$ cat config.mk
export PLATFORM = sky130hd
export DESIGN_NAME = hbf_follower
export DESIGN_NICKNAME = d
export VERILOG_FILES = /design/src/rtl/hbf_pkg.sv /design/src/rtl/hbf_sync.sv /design/src/rtl/hbf_edge.sv /design/src/rtl/hbf_cycle.sv /design/src/rtl/hbf_follower.sv
export SDC_FILE = /design/constraint.sdc
export NUM_CORES = 1
export LEC_CHECK = 0
export BUFFER_PORTS_ARGS = -buffer_cell sky130_fd_sc_hd__buf_4
export CAP_MARGIN = 20
export CELL_PAD_IN_SITES_DETAIL_PLACEMENT = 0
export CELL_PAD_IN_SITES_GLOBAL_PLACEMENT = 2
export CORE_UTILIZATION = 34
export DETAILED_ROUTE_END_ITERATION = 6
export PLACE_DENSITY = 0.81
export RECOVER_POWER = 100
export SLEW_MARGIN = 5
export SYNTH_ARGS = -nofsm -noshare
export SYNTH_HDL_FRONTEND = slang
export SYNTH_SLANG_ARGS = --single-unit
$ cat constraint.sdc
create_clock -name clk_i -period 2.8 [get_ports clk_i]
set_input_delay 0.56 -clock clk_i [delete_from_list [all_inputs] [get_ports clk_i]]
set_output_delay 0.56 -clock clk_i [all_outputs]
set_load 0.005 [all_outputs]
$ cat src/rtl/hbf_pkg.sv
`timescale 1ns/1ps
package hbf_pkg;
  typedef enum logic [1:0] {
    CYC_IDLE  = 2'd0,
    CYC_READ  = 2'd1,
    CYC_WRITE = 2'd2
  } cyc_kind_e;
endpackage

$ cat src/rtl/hbf_sync.sv
`timescale 1ns/1ps
module hbf_sync #(
  parameter int W      = 1,
  parameter int STAGES = 2
) (
  input  logic         clk_i,
  input  logic         rst_ni,
  input  logic [W-1:0] d_i,
  output logic [W-1:0] q_o
);
  logic [W-1:0] stg_q [STAGES];

  for (genvar g = 0; g < STAGES; g++) begin : g_stg
    always_ff @(posedge clk_i or negedge rst_ni) begin
      if (!rst_ni) stg_q[g] <= '0;
      else if (g == 0) stg_q[g] <= d_i;
      else stg_q[g] <= stg_q[(g == 0) ? 0 : g-1];
    end
  end

  assign q_o = stg_q[STAGES-1];
endmodule

$ cat src/rtl/hbf_edge.sv
`timescale 1ns/1ps
module hbf_edge (
  input  logic clk_i,
  input  logic rst_ni,
  input  logic lvl_i,
  output logic fall_o
);
  logic lvl_q;

  always_ff @(posedge clk_i or negedge rst_ni) begin
    if (!rst_ni) lvl_q <= 1'b0;
    else         lvl_q <= lvl_i;
  end

  assign fall_o = lvl_q & ~lvl_i;
endmodule

$ cat src/rtl/hbf_cycle.sv
`timescale 1ns/1ps
module hbf_cycle
  import hbf_pkg::*;
#(
  parameter int AW = 16,
  parameter int DW = 8
) (
  input  logic          clk_i,
  input  logic          rst_ni,
  input  logic          fall_i,
  input  logic          rdy_i,
  input  logic [DW-1:0] hdata_i,
  input  logic          req_i,
  input  logic          req_we_i,
  input  logic          req_fetch_i,
  input  logic [AW-1:0] req_addr_i,
  input  logic [DW-1:0] req_wdata_i,
  output cyc_kind_e     kind_o,
  output logic [AW-1:0] addr_o,
  output logic          sync_o,
  output logic [DW-1:0] wdata_o,
  output logic [DW-1:0] rdata_o,
  output logic          done_o
);
  cyc_kind_e     kind_q;
  logic [AW-1:0] addr_q;
  logic          sync_q;
  logic [DW-1:0] wdata_q, rdata_q;
  logic          done_q;
  logic          rd_stall, rd_ok, wr_ok;

  assign rd_stall = (kind_q == CYC_READ) & ~rdy_i;
  assign rd_ok    = (kind_q == CYC_READ) &  rdy_i;
  assign wr_ok    = (kind_q == CYC_WRITE);

  always_ff @(posedge clk_i or negedge rst_ni) begin
    if (!rst_ni) begin
      kind_q  <= CYC_IDLE;
      addr_q  <= '0;
      sync_q  <= 1'b0;
      wdata_q <= '0;
      rdata_q <= '0;
      done_q  <= 1'b0;
    end else begin
      done_q <= 1'b0;
      if (fall_i) begin
        if (rd_ok) rdata_q <= hdata_i;
        if (rd_ok || wr_ok) done_q <= 1'b1;
        if (rd_stall) begin
          // repeat the same read: hold tuple
        end else if (req_i && kind_q == CYC_IDLE) begin
          kind_q  <= req_we_i ? CYC_WRITE : CYC_READ;
          addr_q  <= req_addr_i;
          sync_q  <= req_fetch_i & ~req_we_i;
          wdata_q <= req_wdata_i;
        end else begin
          kind_q <= CYC_IDLE;
          sync_q <= 1'b0;
        end
      end
    end
  end

  assign kind_o  = kind_q;
  assign addr_o  = addr_q;
  assign sync_o  = sync_q;
  assign wdata_o = wdata_q;
  assign rdata_o = rdata_q;
  assign done_o  = done_q;
endmodule

$ cat src/rtl/hbf_follower.sv
`timescale 1ns/1ps
module hbf_follower
  import hbf_pkg::*;
#(
  parameter int AW = 16,
  parameter int DW = 8
) (
  input  logic          clk_i,
  input  logic          rst_ni,
  input  logic          phi0_i,
  input  logic          rdy_i,
  input  logic [DW-1:0] data_i,
  output logic          phi1_o,
  output logic          phi2_o,
  output logic [AW-1:0] addr_o,
  output logic          rw_o,
  output logic          sync_o,
  output logic [DW-1:0] data_o,
  output logic          data_oe_o,
  input  logic          req_i,
  input  logic          req_we_i,
  input  logic          req_fetch_i,
  input  logic [AW-1:0] req_addr_i,
  input  logic [DW-1:0] req_wdata_i,
  output logic [DW-1:0] rdata_o,
  output logic          done_o
);
  localparam int SW = DW + 2;

  logic [SW-1:0] raw_in, syn_in;
  logic          phi0_s, rdy_s, fall;
  logic [DW-1:0] data_s;
  cyc_kind_e     kind;

  assign raw_in = {phi0_i, rdy_i, data_i};

  hbf_sync #(.W(SW), .STAGES(2)) u_sync (
    .clk_i (clk_i),
    .rst_ni(rst_ni),
    .d_i   (raw_in),
    .q_o   (syn_in)
  );

  assign {phi0_s, rdy_s, data_s} = syn_in;

  hbf_edge u_edge (
    .clk_i (clk_i),
    .rst_ni(rst_ni),
    .lvl_i (phi0_s),
    .fall_o(fall)
  );

  hbf_cycle #(.AW(AW), .DW(DW)) u_cycle (
    .clk_i      (clk_i),
    .rst_ni     (rst_ni),
    .fall_i     (fall),
    .rdy_i      (rdy_s),
    .hdata_i    (data_s),
    .req_i      (req_i),
    .req_we_i   (req_we_i),
    .req_fetch_i(req_fetch_i),
    .req_addr_i (req_addr_i),
    .req_wdata_i(req_wdata_i),
    .kind_o     (kind),
    .addr_o     (addr_o),
    .sync_o     (sync_o),
    .wdata_o    (data_o),
    .rdata_o    (rdata_o),
    .done_o     (done_o)
  );

  assign phi2_o    = phi0_s;
  assign phi1_o    = ~phi0_s;
  assign rw_o      = (kind != CYC_WRITE);
  assign data_oe_o = (kind == CYC_WRITE) & phi0_s;
endmodule

==> impl_metrics.tcl <==
set metrics [dict create \
    status "completed" \
    antenna_cells 0 \
    critPathSlowestCell "dfrtp_1" \
    area_growth_syn_to_layout_pct 42.34 \
    grt_first_pass_wirelength_um 6403 \
    dp.cells 252 \
    htree_num_levels 3 \
    cts_tree "done" \
    postRouteWirelength_um 3783 \
    finalHoldViolations 0 \
    port_buffers 76 \
    grt_start_max_net_pins 58 \
    cellPowerDensity_mw_per_mm2 860.3 \
    grt_pass1_vias 1272 \
    multiInputGateArea_um2 447.9 \
    cts_root_buffer "clkbuf_8" \
    critPathLaunchType "register" \
    yosys_warnings 0 \
    fmax_mhz 541.7 \
    routed.top_layer "met4" \
    crit_buf_inv 1 \
    drt-initial-drc-count 53 \
    skew_ns 0.005845 \
    cts_buffer_depth 2 \
    endpoint_kind "register" \
    fin_util_pct 50.11 \
    core_area_mm2 0.005473 \
    max_slew.worst_pin.slew_ns 1.370 \
    clk_pin_slew_worst_paths_ns 0.07 \
    min_period_ns 1.846 \
    numCtsBuffers 9 \
    post_cts_buffers 0 \
    fillCellCount 503 \
    slew_headroom_pct 8.697 \
    vias 1183 \
    timing.setup.tns_ns 0 \
    ir_drop_uv 303.8 \
    place_congestion 0.7910 \
    track_usage_pct 14.59 \
    critPathTopFamily "simple AND/OR/NAND/NOR gates" \
    io_pins 77 \
    stdcell_count 268 \
    cts_hold_buf 0 \
    dp_slack_ns 1.082 \
    drt-pass1-iter-count 4 \
    maxSlewViolCount 0 \
    dp_hpwl_um 2702 \
    clock_latency_ns 0.32 \
    detail-route-antenna-nets 0 \
    met2_length_um 2026 \
    finalCritPeriodShare_pct 65.93 \
    r2r_end "u_cycle.wdata_o[6]" \
    reg2reg_slack_ns 0.95 \
    hp-class "reg -> reg" \
    layout-drive-gt1-share_pct 61.73 \
    max_stage_delay_ns 0.42 \
    p_leak_nw 1.304 \
    arrival_ns 2.05 \
    grt_setup_unrepaired "false" \
    initial_utilization_pct 35.21 \
    dieHeight_um 77.28 \
    cap_violations 0 \
    finalNetCount 230 \
    seqCellArea_mm2 0.001426 \
    layout_setup_ws_ns 0.9540 \
    wl_met1_um 1490 \
    via_per_inst 4.414 \
    rows 27 \
    drc 0 \
    power_mw 2.359 \
    critical_path_class "reg -> reg" \
    yosysTopAreaCell "dfrtp_1" \
    ys_types 15 \
    cp_data_required_time_ns 3.01 \
    synth_top_area_share_pct 74.03 \
    dieArea_mm2 0.005972 \
    setup_viol 0 \
    min_to "u_sync.q_o[7]" \
    r2r_start "u_sync.q_o[9]" \
    syn-instance-count 105 \
    ctsResizeCount 0 \
    synth_area_leaders "dfrtp_1, mux2_2, nor4b_4" \
    hold_path_depth 0 \
    drt-wirelength-per-cell_um 14.12 \
    gr-total-overflow 0 \
    ys_seq_area_share_pct 74.03 \
    crit_chain "nand2b_1 > nor4b_1 > buf_4 > mux2_2" \
    min_from "u_sync.stg_q[17]" \
    antenna_found_initial 0 \
    die_x_um 77.28 \
    crit_fanout 27 \
    synth_nets 144 \
    dr_wl_met3_um 212 \
    ys_ff_latch 57 \
    r2r_cells 4 \
    avgSynthCellArea_um2 18.35 \
    cp.depth 4 \
    cts.sinks 57 \
    synthesis.area_mm2 0.001927 \
]
[placed cells by master, fill, tap and decap left out]
cell | Yosys | routed
mux2_1 | 1 | 1
nand4b_1 | 1 | 1
a22o_2 | 1 | 1
bufinv_16 | 0 | 2
dfrtp_1 | 57 | 57
nand2b_1 | 2 | 3
clkbuf_8 | 0 | 9
clkbuf_1 | 0 | 5
mux2_2 | 31 | 31
clkinvlp_4 | 0 | 1
nor2_1 | 1 | 1
and2b_2 | 1 | 1
buf_4 | 0 | 28
a22o_1 | 1 | 1
clkbuf_4 | 0 | 44
o21ai_0 | 2 | 2
clkinv_2 | 0 | 3
clkbuf_2 | 0 | 1
a32o_1 | 1 | 1
nor4b_1 | 0 | 1
inv_1 | 2 | 2
[area by class of cell]
type,instances,area share [%]
Sequential cell,57,52.01
Timing Repair Buffer,77,20.44
Multi-Input combinational cell,44,16.33
Clock buffer,10,4.653
Tap cell,72,3.285
Clock inverter,6,3.011
Inverter,2,0.2737
[cells in the mapped netlist]
library cell,number
buf_6,2
inv_1,2
nand2b_1,2
o21ai_0,2
nand4b_1,1
nor4b_4,1
nor2_1,1
and2b_2,1
mux2_2,31
mux2_1,1
a22o_1,1
nand2b_4,1
a32o_1,1
a22o_2,1
dfrtp_1,57
[worst max path at each step]
stage                 startpoint            endpoint
2_1_floorplan      u_sync.q_o[9]   u_cycle.addr_o[0]
3_3_place_gp               req_i  u_cycle.addr_o[12]
3_5_place_dp       u_sync.q_o[9]  u_cycle.wdata_o[3]
4_1_cts        u_cycle.kind_o[0]           data_oe_o
5_1_grt            u_sync.q_o[9]  u_cycle.addr_o[10]
6_report           u_sync.q_o[9]  u_cycle.wdata_o[6]
[per-stage QoR]
step	cell area (µm²)	hold WS [ns]
2_1_floorplan	1927	0.2644
3_3_place_gp	2572	0.3312
3_5_place_dp	2572	0.3364
4_1_cts	2783	0.3004
5_1_grt	2743	0.3394
6_report	2743	0.3429
[cells by family after synthesis]
kind of cell,count (synthesis),share of synthesized area [%]
mux,32,18.70
compound gates,5,2.013
flops,57,74.03
buf+inv,4,1.559
simple gates,7,3.701
[power by group]
part           switching [mW]  internal (mW)  total, mW
Clock                   0.313          0.496      0.809
Sequential             0.0866          0.998       1.08
Combinational           0.152          0.314      0.466
Total                   0.552           1.81       2.36
[registers in the layout, summed over array words and instances, names as in the netlist]
name	flops
u_cycle.kind_o	2
u_cycle.wdata_o	8
u_cycle.addr_o	16
u_sync.q_o	10
u_cycle.sync_o	1
u_edge.lvl_q	1
u_sync.stg_q	10
u_cycle.done_o	1
u_cycle.rdata_o	8
[per-layer routing]
| layer | track usage (%) | up-vias |
|---|---|---|
| met5 | 0 | - |
| met2 | 23.19 | 40 |
| met3 | 6.548 | 5 |
| met1 | 16.77 | 602 |
| met4 | 6.792 | 0 |
| li1 | - | 536 |
(Power assumes the default switching activity.)
